[config.mk]
export PLATFORM = sky130hd
export DESIGN_NAME = alarm_cmp
export DESIGN_NICKNAME = d
export VERILOG_FILES = /design/src/rtl/alarm_pkg.sv /design/src/rtl/alarm_delay.sv /design/src/rtl/alarm_match.sv /design/src/rtl/alarm_cmp.sv
export SDC_FILE = /design/constraint.sdc
export NUM_CORES = 1
export LEC_CHECK = 0
export BUFFER_PORTS_ARGS = -buffer_cell sky130_fd_sc_hd__buf_2
export CAP_MARGIN = 10
export CORE_MARGIN = 1.5
export CORE_UTILIZATION = 40
export CTS_CLUSTER_DIAMETER = 40
export DETAILED_ROUTE_END_ITERATION = 16
export PLACE_DENSITY = 0.68
export RECOVER_POWER = 25
export SYNTH_ARGS = -nofsm -noshare
export SYNTH_HDL_FRONTEND = slang
export SYNTH_HIERARCHICAL = 1
export SYNTH_SLANG_ARGS = --single-unit
[constraint.sdc]
create_clock -name clk -period 2.2 [get_ports clk]
set_clock_uncertainty 0.2 [all_clocks]
set_input_delay 0.22 -clock clk [delete_from_list [all_inputs] [get_ports clk]]
set_output_delay 0.22 -clock clk [all_outputs]
set_load 0.02 [all_outputs]
[src/rtl/alarm_pkg.sv]
// Shared constants for the minute alarm comparator.
// Assumes 24-bit BCD packing: min[6:0], hour[12:7], day[18:13], month[23:19].
package alarm_pkg;
    localparam int STAMP_W = 24;
    localparam int HM_W    = 13;   // minutes + hours field width
    localparam int OP_W    = 3;

    typedef enum logic [OP_W-1:0] {
        OP_NONE      = 3'd0,
        OP_WR_ALARM  = 3'd1,
        OP_CLR_MATCH = 3'd2,
        OP_SET_NODT  = 3'd3,
        OP_CLR_NODT  = 3'd4
    } alarm_op_e;
endpackage

[src/rtl/alarm_delay.sv]
// Minute-boundary delay: detects a falling edge on min_pin and, after
// DELAY_MS further ms_tick pulses, raises strobe for one cycle.
// Assumes min_pin is already synchronous to clk. A new falling edge
// restarts the count.
module alarm_delay #(
    parameter int DELAY_MS = 4
) (
    input  logic clk,
    input  logic rst_n,
    input  logic min_pin,
    input  logic ms_tick,
    output logic strobe
);
    localparam int CNT_W = $clog2(DELAY_MS + 1);

    logic             min_q;
    logic             armed;
    logic [CNT_W-1:0] cnt;
    logic             fall;

    assign fall   = min_q & ~min_pin;
    assign strobe = armed & ms_tick & (cnt == CNT_W'(DELAY_MS - 1));

    // Remember the previous level of the minute signal for edge detection
    always_ff @(posedge clk) begin
        if (!rst_n) min_q <= 1'b0;
        else        min_q <= min_pin;
    end

    // Arm on a falling edge, count ticks, disarm after the last one
    always_ff @(posedge clk) begin
        if (!rst_n) begin
            armed <= 1'b0;
            cnt   <= '0;
        end else if (fall) begin
            armed <= 1'b1;
            cnt   <= '0;
        end else if (armed && ms_tick) begin
            if (strobe) armed <= 1'b0;
            else        cnt   <= cnt + 1'b1;
        end
    end
endmodule

[src/rtl/alarm_match.sv]
// Masked equality of two packed time stamps. With hm_only set, only the
// low KEEP_W bits take part; otherwise all WIDTH bits are compared.
module alarm_match #(
    parameter int WIDTH  = 24,
    parameter int KEEP_W = 13
) (
    input  logic [WIDTH-1:0] a_val,
    input  logic [WIDTH-1:0] b_val,
    input  logic             hm_only,
    output logic             equal
);
    logic [WIDTH-1:0] bit_ok;

    // Per-bit agreement, forced true for date bits in hours/minutes mode
    for (genvar i = 0; i < WIDTH; i++) begin : g_bit
        if (i < KEEP_W) begin : g_keep
            assign bit_ok[i] = (a_val[i] == b_val[i]);
        end else begin : g_date
            assign bit_ok[i] = (a_val[i] == b_val[i]) | hm_only;
        end
    end

    assign equal = &bit_ok;
endmodule

[src/rtl/alarm_cmp.sv]
// Minute alarm comparator top. Holds the alarm register and the latched
// match flag, decodes host commands, and combines the delay strobe with
// the masked compare. A strobe with a match overrides a same-cycle clear.
module alarm_cmp
    import alarm_pkg::*;
#(
    parameter int DELAY_MS = 4
) (
    input  logic               clk,
    input  logic               rst_n,
    input  logic               min_pin,
    input  logic               ms_tick,
    input  logic [STAMP_W-1:0] now_val,
    input  logic               cmd_valid,
    input  logic [OP_W-1:0]    cmd_op,
    input  logic [STAMP_W-1:0] cmd_data,
    output logic [STAMP_W-1:0] alarm_q,
    output logic               match_flag,
    output logic               nodate_flag,
    output logic               nodef
);
    logic strobe;
    logic equal;
    logic hm_only;
    logic do_wr, do_clr, do_set_nd, do_clr_nd;

    assign do_wr     = cmd_valid && (cmd_op == OP_WR_ALARM);
    assign do_clr    = cmd_valid && (cmd_op == OP_CLR_MATCH);
    assign do_set_nd = cmd_valid && (cmd_op == OP_SET_NODT);
    assign do_clr_nd = cmd_valid && (cmd_op == OP_CLR_NODT);
    assign hm_only   = nodate_flag & ~nodef;

    alarm_delay #(.DELAY_MS(DELAY_MS)) u_delay (
        .clk     (clk),
        .rst_n   (rst_n),
        .min_pin (min_pin),
        .ms_tick (ms_tick),
        .strobe  (strobe)
    );

    alarm_match #(.WIDTH(STAMP_W), .KEEP_W(HM_W)) u_match (
        .a_val   (alarm_q),
        .b_val   (now_val),
        .hm_only (hm_only),
        .equal   (equal)
    );

    // Alarm register load
    always_ff @(posedge clk) begin
        if (!rst_n)     alarm_q <= '0;
        else if (do_wr) alarm_q <= cmd_data;
    end

    // Latched match flag: set wins over a same-cycle clear
    always_ff @(posedge clk) begin
        if (!rst_n)                match_flag <= 1'b0;
        else if (strobe && equal)  match_flag <= 1'b1;
        else if (do_clr)           match_flag <= 1'b0;
    end

    // No-date mode flag and its undefined status
    always_ff @(posedge clk) begin
        if (!rst_n) begin
            nodate_flag <= 1'b0;
            nodef       <= 1'b1;
        end else if (do_set_nd) begin
            nodate_flag <= 1'b1;
            nodef       <= 1'b0;
        end else if (do_clr_nd) begin
            nodate_flag <= 1'b0;
            nodef       <= 1'b0;
        end
    end
endmodule


# Word level (Yosys, flattened, before mapping)
# Index checks and enable logic that the tools add are counted.
# classes
addsub,1
multipliers,0
div,0
order_cmp,0
n_eq_ne,29
shifts,0
mux,8
n_bitwise,19
n_reduce_logical,14
# ops
operator,count
$eq 1x1->1,24
$reduce_and 24->1,1
$or 1x1->1,11
$eq 3x2->1 const B,3
$mux 1,8
$reduce_bool 2->1,4
$logic_and 1x1->1,6
$and 1x1->1,4
$not 1->1,4
$reduce_and 2->1,2
$add 3x1->3 const B,1
$eq 3x1->1 const B,1
$eq 3x3->1 const B,1
$reduce_or 2->1,1
# word_totals
ff_bits,32
latchBits,0
mem_bits_rw,0
mem_bits_ro,0
inputBits,56
out_inout_bits,27
elab_cells,78
n_memories,0

# Logic depth before layout (Yosys ltp)
# Gate-level depths: netlist of run 1.
# logic_depth
word_depth,6
mapped_depth,6
mapped_depth_nobuf,6

# Modules after synthesis
# The synthesis of run 1 kept the hierarchy.
# by_module_without_submodules
mod,instances,cells_per_inst,area_each_um2,seq_area_each_um2
alarm_cmp,1,123,1072.3,540.5
alarm_match,1,33,269.0,0.0
alarm_delay,1,22,230.2,100.1

# Worst setup path before layout of run 1
# No wires, ideal clock.
# synth_path
kind,register to register
start,register alarm_q[3]
end,register match_flag
setup_ns,0.065
t_arrival_ns,1.294
required_time_ns,1.935
setup_slack_ns,0.641
stages_incl_launch_ff,7
n_path_buf,0
period_less_slack_ns,1.559
cell_sequence,dfxtp_1 xor2_1 nor4_2 nand4_1 nor3_1 a22oi_1 nor2b_1
# synth_between
elab_chain_len,4
elab_cells_between_ends,5
classes_between,eq/ne (1); mux (1); reduce/logical (3)
# synth_lines
item,line_no,source
"start, declared",alarm_cmp.sv:17,"output logic [STAMP_W-1:0] alarm_q,"
"start signal, assigned",alarm_cmp.sv:51,else if (do_wr) alarm_q <= cmd_data;
$eq 1x1->1 (*),alarm_match.sv:17,assign bit_ok[i] = (a_val[i] == b_val[i]);
$reduce_and 24->1 (*),alarm_match.sv:23,assign equal = &bit_ok;
net equal,alarm_cmp.sv:23,logic equal;
$logic_and 1x1->1 (*),alarm_cmp.sv:57,else if (strobe && equal) match_flag <= 1'b1;
$mux 1 or $reduce_bool 2->1 (tied branches),n/a,
"end signal, assigned",alarm_cmp.sv:56,if (!rst_n) match_flag <= 1'b0;
"end signal, assigned",alarm_cmp.sv:57,
"end signal, assigned",alarm_cmp.sv:58,else if (do_clr) match_flag <= 1'b0;
"end, declared",alarm_cmp.sv:18,"output logic match_flag,"
# The timed path passes the listed nets; every way through them passes the cells marked *.
# A chain may end at the register's enable or synchronous reset.

# Worst setup path after layout of run 1
# Same ends and word-level chain as after synthesis.

==> results.cfg, run 1 <==
[timing]
layout_min_cycle_time_ns = 1.706
hold_viol_final = 0
fin_crit_sh_pct = 77.53
setup_slack_ns = 0.4943
rsz0062_at_grt = false
slew_violations = 0
worst_slew_pin_slew_ns = 1.062
fin_setup_tns_ns = 0
finalSetupViolCount = 0
fmax_mhz = 586.3
slew_headroom_pct = 29.20

[logic_synthesis]
yosysWarnings = 6
yosysSeqAreaShare_pct = 40.76
synth_top_cell_by_area = dfxtp_1
synth-seq-cells = 32
netlist_area_um2 = 1572
synth_nets = 236
synthTopCellsByArea = dfxtp_1, xor2_1, nand3_1, nand2_1, o21ai_1
synth_cell_types = 36
synth_top_area_share_pct = 40.76
syn_inst = 178
syn_avg_cell_area_um2 = 8.829

[die]
core_um2 = 3716
ios = 83
die_w_um = 65.68
fp.dieH_um = 65.68
start_util_pct = 42.29
rows = 22
die-area_um2 = 4314

[power_and_ir_drop]
power_density_nw_per_um2 = 530.5
p_clk_share_pct = 33.9
p_leak_nw = 1.089
p_int_uw = 915.6
p_sw_share_pct = 25.06
p_switching_uw = 306.3
p_seq_share_pct = 49.6
power_frac_comb_pct = 16.4
vdd_ir_drop_max_mv = 0.3192

[critical_path]
critPathArrivalTime_ns = 1.72
critPathRequiredTime_ns = 2.22
cp-end-kind = register
start_kind = register
crit_fanout = 3
crit_type = reg -> reg

[global_route]
grt_pass1_vias = 1437
grt_pass1_wl_um = 6499
grt_use_met1_pct = 23.25
grtUsageTotal_pct = 20.22
grt_max_degree = 33
grt_remaining_overflow = 0
antenna_found_initial = 0
busiest_layer = met2
met2_usage_pct = 34.47
use_met3_pct = 4.110

[clock_network]
clkTransAtPathRegs_ns = 0.06
htree_levels = 2
cts_made_buffers = 5
post_cts_buffers = 0
cts_root_buf = clkbuf_8
clk_path_buf_depth = 2
cts.sinks = 32
clkLatencyLatePin_ns = 0.28
cts_tree = done

[cells_and_area]
fin_cells = 330
layout_common_cells = buf_2, dfxtp_1, nand2_1
num-fill-cells = 361
drive_gt1_share_pct = 32.98
utilization_pct = 61.99
n_antenna_cell = 0
synthToLayoutAreaGrowth_pct = 46.58
layout_commonest_cell = buf_2
finalInstanceArea_um2 = 2303
nets = 340

[detailed_routing]
vias = 1572
wl_per_cell_um = 12.22
vias_per_cell = 4.764
drt_pass1_iterations = 4
totalWireLength_um = 4032
drt_iter0_markers = 61
antenna_left = 0
drc = 0

[hold_path]
hold_class = in -> reg

[placed_design]
io_buffers = 82
gp_congestion = 0.7894
dpl_worst_slack_ns = 0.4733
place_inst = 299
hpwlAfterDp_um = 2725
dpl-instance-area_um2 = 1998

[flow_run]
cap_violations = 0

[outcome]
status = complete, no violations
[power by group through the flow]
stage | clock (mW) | combinational, mW | sequential [mW]
after floorplan | 0 | 0.0761 | 0.632
after global placement | 0 | 0.167 | 0.619
after detailed placement | 0 | 0.169 | 0.619
after CTS | 0.427 | 0.202 | 0.607
after global routing | 0.456 | 0.221 | 0.608
final | 0.415 | 0.201 | 0.607
[critical path, cell delays in order, from the launching register on]
cell	delay (ns)
dfxtp_1	0.34
xor2_1	0.15
nor4_2	0.29
nand4_1	0.20
nor3_1	0.25
a22oi_1	0.12
nor2b_1	0.11
[layout make-up]
class / instances / area, um2 / share of cell area [%]
Sequential cell: 32 / 640.6 / 27.81
Tap cell: 48 / 60.06 / 2.607
Multi-Input combinational cell: 133 / 844.6 / 36.66
Clock buffer: 6 / 72.57 / 3.150
Inverter: 2 / 7.507 / 0.3259
Timing Repair Buffer: 108 / 673.1 / 29.22
Clock inverter: 1 / 5.005 / 0.2173
[metrics by stage]
step           total power [mW]  hold slack, ns
6_report                  1.222         0.03056
5_1_grt                   1.285         0.02394
4_1_cts                   1.235         0.02025
3_5_place_dp             0.7880          0.2581
3_3_place_gp             0.7857          0.2567
2_1_floorplan            0.7079          0.1417
[per-layer routing]
layer  routed length (um)  share of wire, %
met5                    0                 0
met4                   82               2.0
met3                  189               4.7
met2                 2014                50
met1                 1745                43
[registers in the layout, indices dropped and copies added, names as in the netlist]
| signal | cells |
|---|---|
| u_delay/armed | 1 |
| nodef | 1 |
| nodate_flag | 1 |
| alarm_q | 24 |
| u_delay/min_q | 1 |
| u_delay/cnt | 3 |
| match_flag | 1 |
[worst paths after layout]
check | cells past startpoint | end | slack [ns] | from
min reg2reg | 2 | alarm_q[4]$_SDFFE_PN0P_ | 0.28 | alarm_q[4]$_SDFFE_PN0P_
max | 6 | match_flag$_SDFFE_PN0P_ | 0.49 | alarm_q[3]$_SDFFE_PN0P_
min | 3 | alarm_q[23]$_SDFFE_PN0P_ | 0.03 | cmd_data[23]
max reg2reg | 6 | match_flag$_SDFFE_PN0P_ | 0.49 | alarm_q[3]$_SDFFE_PN0P_
[cell usage after synthesis (all sizes together)]
cell type,count
a22oi,1
xor2,20
nand4b,1
ha,2
nor2b,3
nand2,27
nor3,2
nand3b,2
a31oi,1
and3b,1
nand4bb,2
nor2,2
xnor2,5
inv,2
mux2i,2
buf,6
and3,1
nand3,25
clkbuf,5
o311ai,1
and2,1
dfxtp,32
nand4,1
o21ai,28
nor4,4
a21boi,1
[repair_timing]
action / CTS / global route
endpoints found under the hold margin: 24 / 0
gates resized for setup: 0 / 0
hold buffers: 24 / 0
[kinds of logic after synthesis]
group / share of synthesized area, %
AO/OA/AOI/OAI: 11.78
XOR/XNOR: 13.93
adder cells (fa/ha/maj): 1.592
buffers and inverters: 5.015
flip-flops: 40.76
multiplexers: 1.274
AND/OR/NAND/NOR: 25.64
No activity file was read; power rests on OpenSTA's default activity.
==> run 2: changes to the inputs <==
==> constraint.sdc (replaced) <==
create_clock -name clk -period 1.7 [get_ports clk]
set_clock_uncertainty 0.2 [all_clocks]
set_input_delay 0.17 -clock clk [delete_from_list [all_inputs] [get_ports clk]]
set_output_delay 0.17 -clock clk [all_outputs]
set_load 0.02 [all_outputs]
==> run 2 against run 1 <==
First-iteration DRC count grew 1.6%. Via count fell by 0.13%. Highest routed layer unchanged. Die area is the same. Largest power group unchanged. Total power rose by 38%. Count of clock-buffer cells in the layout rose by 1. Combinational power rose by 35%. Routed wire length grew 2.7%. Final cell count rose by 0.91%. Critical path depth unchanged.
==> results.cfg, run 2 (same netlist as run 1, synthesis figures left out) <==
[outcome]
status = complete, no violations

[timing]
rsz0062_at_grt = true
fin_crit_sh_pct = 91.34
worst_slew_pin_slew_ns = 0.3064
setup_slack_ns = 0.1472
slew_violations = 0
finalSetupViolCount = 0
fmax_mhz = 644.0
slew_headroom_pct = 79.36
hold_viol_final = 0
hold_slack_ns = 0.07076
layout_min_cycle_time_ns = 1.553

[placed_design]
dpl_worst_slack_ns = 0.1015
dpl-instance-area_um2 = 2006
hpwlAfterDp_um = 2663
io_buffers = 82
gp_congestion = 0.7055

[critical_path]
critPathArrivalTime_ns = 1.58
crit_fanout = 3
cp-end-kind = register
start_kind = register
crit_type = reg -> reg
cp_slowest_stage_delay_ns = 0.34
critPathRequiredTime_ns = 1.73
cp_top_family = simple AND/OR/NAND/NOR gates
cp_slowest_cell = dfxtp_1
path_cells = xor2_1, nor4_1, a31oi_1, nor3_2, a22oi_1, nor2b_1
crit_buf_inv = 0

[global_route]
grt_pass1_vias = 1561
grt_pass1_wl_um = 6927
grt_max_degree = 56
grt_remaining_overflow = 0
antenna_found_initial = 0
grtUsageTotal_pct = 21.24

[die]
start_util_pct = 42.29
fp.dieH_um = 65.68
die_w_um = 65.68
die-area_um2 = 4314
ios = 83
core_um2 = 3716
rows = 22

[clock_network]
clkLatencyLatePin_ns = 0.28
cts_root_buf = clkbuf_8
htree_levels = 2
post_cts_buffers = 0
cts.sinks = 32
clkTransAtPathRegs_ns = 0.06
cts_made_buffers = 5
clk_path_buf_depth = 2
cts_tree = done

[power_and_ir_drop]
vdd_ir_drop_max_mv = 0.3776
p_sw_share_pct = 24.59
total_power_mw = 1.689
power_frac_comb_pct = 16.1
p_seq_share_pct = 46.5
p_int_mw = 1.273
p_clk_share_pct = 37.4
p_leak_nw = 1.123
power_density_nw_per_um2 = 709.6
p_switching_uw = 415.3

[cells_and_area]
n_antenna_cell = 0
top_register = alarm_q
top_regs = alarm_q (24), u_delay/cnt (3)
synthToLayoutAreaGrowth_pct = 51.43
num-fill-cells = 350
layout_commonest_cell = buf_2
finalInstanceArea_um2 = 2380
largest_register_ffs = 24
layout_common_cells = buf_2, dfxtp_1, nand2_1
nets = 343
drive_gt1_share_pct = 36.49

[hold_path]
hold_class = in -> reg

[detailed_routing]
vias = 1570
totalWireLength_um = 4140
drc = 0
drt_pass1_iterations = 4
vias_per_cell = 4.715
wl_per_cell_um = 12.43
drt_iter0_markers = 62
antenna_left = 0

[flow_run]
cap_violations = 0
[run 2: what timing repair did]
| action | CTS | global route |
|---|---|---|
| endpoints found under the setup margin | 0 | 1 |
| hold endpoints to repair | 27 | 0 |
| resized for setup | 0 | 5 |
| hold buffers | 26 | 0 |
[run 2: per-stage QoR]
step           util [%]   TNS (ns)  std cells
6_report          64.04          0        333
5_1_grt           64.04  -0.001921        333
4_1_cts           63.57          0        333
3_5_place_dp      53.97          0        300
3_3_place_gp      53.97          0        300
2_1_floorplan         -          0        178
[run 2: path summary, 6_finish.rpt]
path / from / to / slack (ns) / cells past startpoint
max: alarm_q[20]$_SDFFE_PN0P_ / match_flag$_SDFFE_PN0P_ / 0.15 / 6
min: cmd_op[0] / nodef$_SDFFE_PN1P_ / 0.07 / 3
max reg2reg: alarm_q[20]$_SDFFE_PN0P_ / match_flag$_SDFFE_PN0P_ / 0.15 / 6
min reg2reg: alarm_q[1]$_SDFFE_PN0P_ / alarm_q[1]$_SDFFE_PN0P_ / 0.27 / 2
[run 2: cell type report]
class | count | area [um2] | share of cell area [%]
sequential | 32 | 643.1 | 27.02
multi-input combinational | 133 | 869.6 | 36.54
clock buffer | 7 | 96.34 | 4.048
timing repair buffer | 111 | 703.2 | 29.55
inverter | 2 | 7.507 | 0.3155
tap | 48 | 60.06 | 2.524
[run 2: power by group through the flow]
stage / clock [mW] / combinational [mW] / sequential, mW
finish: 0.632 / 0.272 / 0.784
floorplan: 0 / 0.0985 / 0.818
global route: 0.684 / 0.300 / 0.787
global placement: 0 / 0.220 / 0.800
detailed placement: 0 / 0.221 / 0.801
CTS: 0.652 / 0.267 / 0.784
[run 2: per-layer routing]
metal	global-route usage (%)	vias to the layer above	part of all wire [%]
li1	-	828	-
met1	24.10	680	44
met2	36.49	51	48
met3	5.822	11	5.2
met4	10.16	0	2.7
met5	0	-	0
[run 2: tightest hold or removal path: stages]
cell and delay [ns]:
buf_2 0.14, o311ai_0 0.14, nand2_1 0.07
==> run 3: changes to the inputs <==
--- a/config.mk
+++ b/config.mk
@@ -7,12 +7,11 @@
 export LEC_CHECK = 0
 export BUFFER_PORTS_ARGS = -buffer_cell sky130_fd_sc_hd__buf_2
 export CAP_MARGIN = 10
-export CORE_MARGIN = 1.5
 export CORE_UTILIZATION = 40
 export CTS_CLUSTER_DIAMETER = 40
 export DETAILED_ROUTE_END_ITERATION = 16
 export PLACE_DENSITY = 0.68
-export RECOVER_POWER = 25
+export RECOVER_POWER = 50
 export SYNTH_ARGS = -nofsm -noshare
 export SYNTH_HDL_FRONTEND = slang
 export SYNTH_HIERARCHICAL = 1
==> run 3 against run 2 <==
Global-route usage about the same. Non-clock buffer count unchanged. Via count up 1.3%. Register-to-register slack worse by 0.04 ns. Final area fell by 2.8%. Critical endpoint unchanged.
==> results.cfg, run 3 (same netlist as run 1, synthesis figures left out) <==
[timing]
fin_setup_tns_ns = 0
setup_slack_ns = 0.1105
worst_slew_pin_slew_ns = 0.3922
slew_violations = 0
fmax_mhz = 629.1
layout_min_cycle_time_ns = 1.589
finalSetupViolCount = 0
fin_crit_sh_pct = 93.50
rsz0062_at_grt = false
hold_viol_final = 0
slew_headroom_pct = 73.58

[power_and_ir_drop]
total_power_mw = 1.584
vdd_ir_drop_max_mv = 0.4442
p_leak_nw = 0.9978
power_density_nw_per_um2 = 685.3

[die]
start_util_pct = 42.29
core_um2 = 3716
die-area_um2 = 4184
ios = 83
fp.dieH_um = 64.68
die_w_um = 64.68
rows = 22

[critical_path]
crit_fanout = 3
crit_type = reg -> reg
start_kind = register
cp-end-kind = register
critPathRequiredTime_ns = 1.71
critPathArrivalTime_ns = 1.60

[detailed_routing]
vias = 1590
drt_pass1_iterations = 6
vias_per_cell = 4.775
totalWireLength_um = 4169
wl_per_cell_um = 12.52
antenna_left = 0
drt_iter0_markers = 56
drc = 0

[placed_design]
place_inst = 300
io_buffers = 82
gp_congestion = 0.7600
hpwlAfterDp_um = 2835
dpl_worst_slack_ns = 0.06694

[cells_and_area]
synthToLayoutAreaGrowth_pct = 47.13
top_register = alarm_q
layout_common_cells = buf_2, dfxtp_1, clkbuf_1
largest_register_ffs = 24
n_antenna_cell = 0
fin_cells = 333
top_regs = alarm_q (24), u_delay/cnt (3)
layout_commonest_cell = buf_2
drive_gt1_share_pct = 25.26
nets = 343

[clock_network]
clkLatencyLatePin_ns = 0.28
clk_path_buf_depth = 2
cts.sinks = 32
htree_levels = 2
cts_made_buffers = 5
clkTransAtPathRegs_ns = 0.06
post_cts_buffers = 0
cts_tree = done
cts_root_buf = clkbuf_8

[global_route]
grt_remaining_overflow = 0
antenna_found_initial = 0
grtUsageTotal_pct = 21.24
grt_pass1_vias = 1575
grt_pass1_wl_um = 6775
grt_max_degree = 39

[hold_path]
hold_class = in -> reg

[flow_run]
cap_violations = 0

[outcome]
status = complete, no violations
## run 3: changes by cell type in the layout (fill, tap and decap cells not counted)
cell and change:
nor4_1 +2, dfxtp_2 -2, clkbuf_8 -2, dfxtp_1 +2, buf_2 -27, clkbuf_1 +28, nor4_2 -2, clkinv_2 +1
## run 3: critical path, cell delays in order (launching register included)
cell,delay [ns]
dfxtp_1,0.33
xor2_1,0.15
nor4_1,0.33
a31oi_1,0.16
nor3_2,0.13
a22oi_1,0.11
nor2b_1,0.12
## run 3: metal layers
metal  global-route usage, %  up-vias  share of wire (%)
met4                   9.722        0                1.7
met3                   3.697        7                3.8
met2                   38.16       48                 51
li1                        -      826                  -
met1                   24.27      709                 44
met5                       0        -                  0
## run 3: path summary, 6_finish.rpt
| check | to | slack [ns] | cells after the start | start |
|---|---|---|---|---|
| setup / recovery | match_flag$_SDFFE_PN0P_ | 0.11 | 6 | alarm_q[14]$_SDFFE_PN0P_ |
| hold / removal | u_delay/cnt[0]$_SDFFE_PP0P_ | 0.08 | 4 | ms_tick |
| setup reg to reg | match_flag$_SDFFE_PN0P_ | 0.11 | 6 | alarm_q[14]$_SDFFE_PN0P_ |
| hold reg to reg | alarm_q[9]$_SDFFE_PN0P_ | 0.28 | 2 | alarm_q[9]$_SDFFE_PN0P_ |
## run 3: area by class of cell
cell class | count | area, um2
Tap cell | 48 | 60.06
Fill cell | 378 | 1404
Inverter | 2 | 7.507
Multi-Input combinational cell | 133 | 857.1
Clock buffer | 6 | 72.57
Clock inverter | 1 | 5.005
Timing Repair Buffer | 111 | 669.4
Sequential cell | 32 | 640.6
## run 3: timing repair
item | in CTS | in global routing
resized for setup | 0 | 1
hold buffers | 26 | 0
endpoints found under the hold margin | 27 | 0
setup endpoints to repair | 0 | 1
## run 3: power by group
group / internal [mW] / switching (mW)
Clock: 0.278 / 0.255
Sequential: 0.769 / 0.0164
Combinational: 0.139 / 0.127
## run 3: metrics by stage
| stage | hold WS (ns) | cell area [um2] | utilization [%] |
|---|---|---|---|
| finish | 0.08089 | 2312 | 62.22 |
| global route | 0.1023 | 2312 | 62.22 |
| CTS | 0.07451 | 2344 | 63.06 |
| detailed placement | 0.2114 | 2006 | 53.97 |
| global placement | 0.1968 | 2006 | 53.97 |
| floorplan | 0.09171 | 1572 | - |
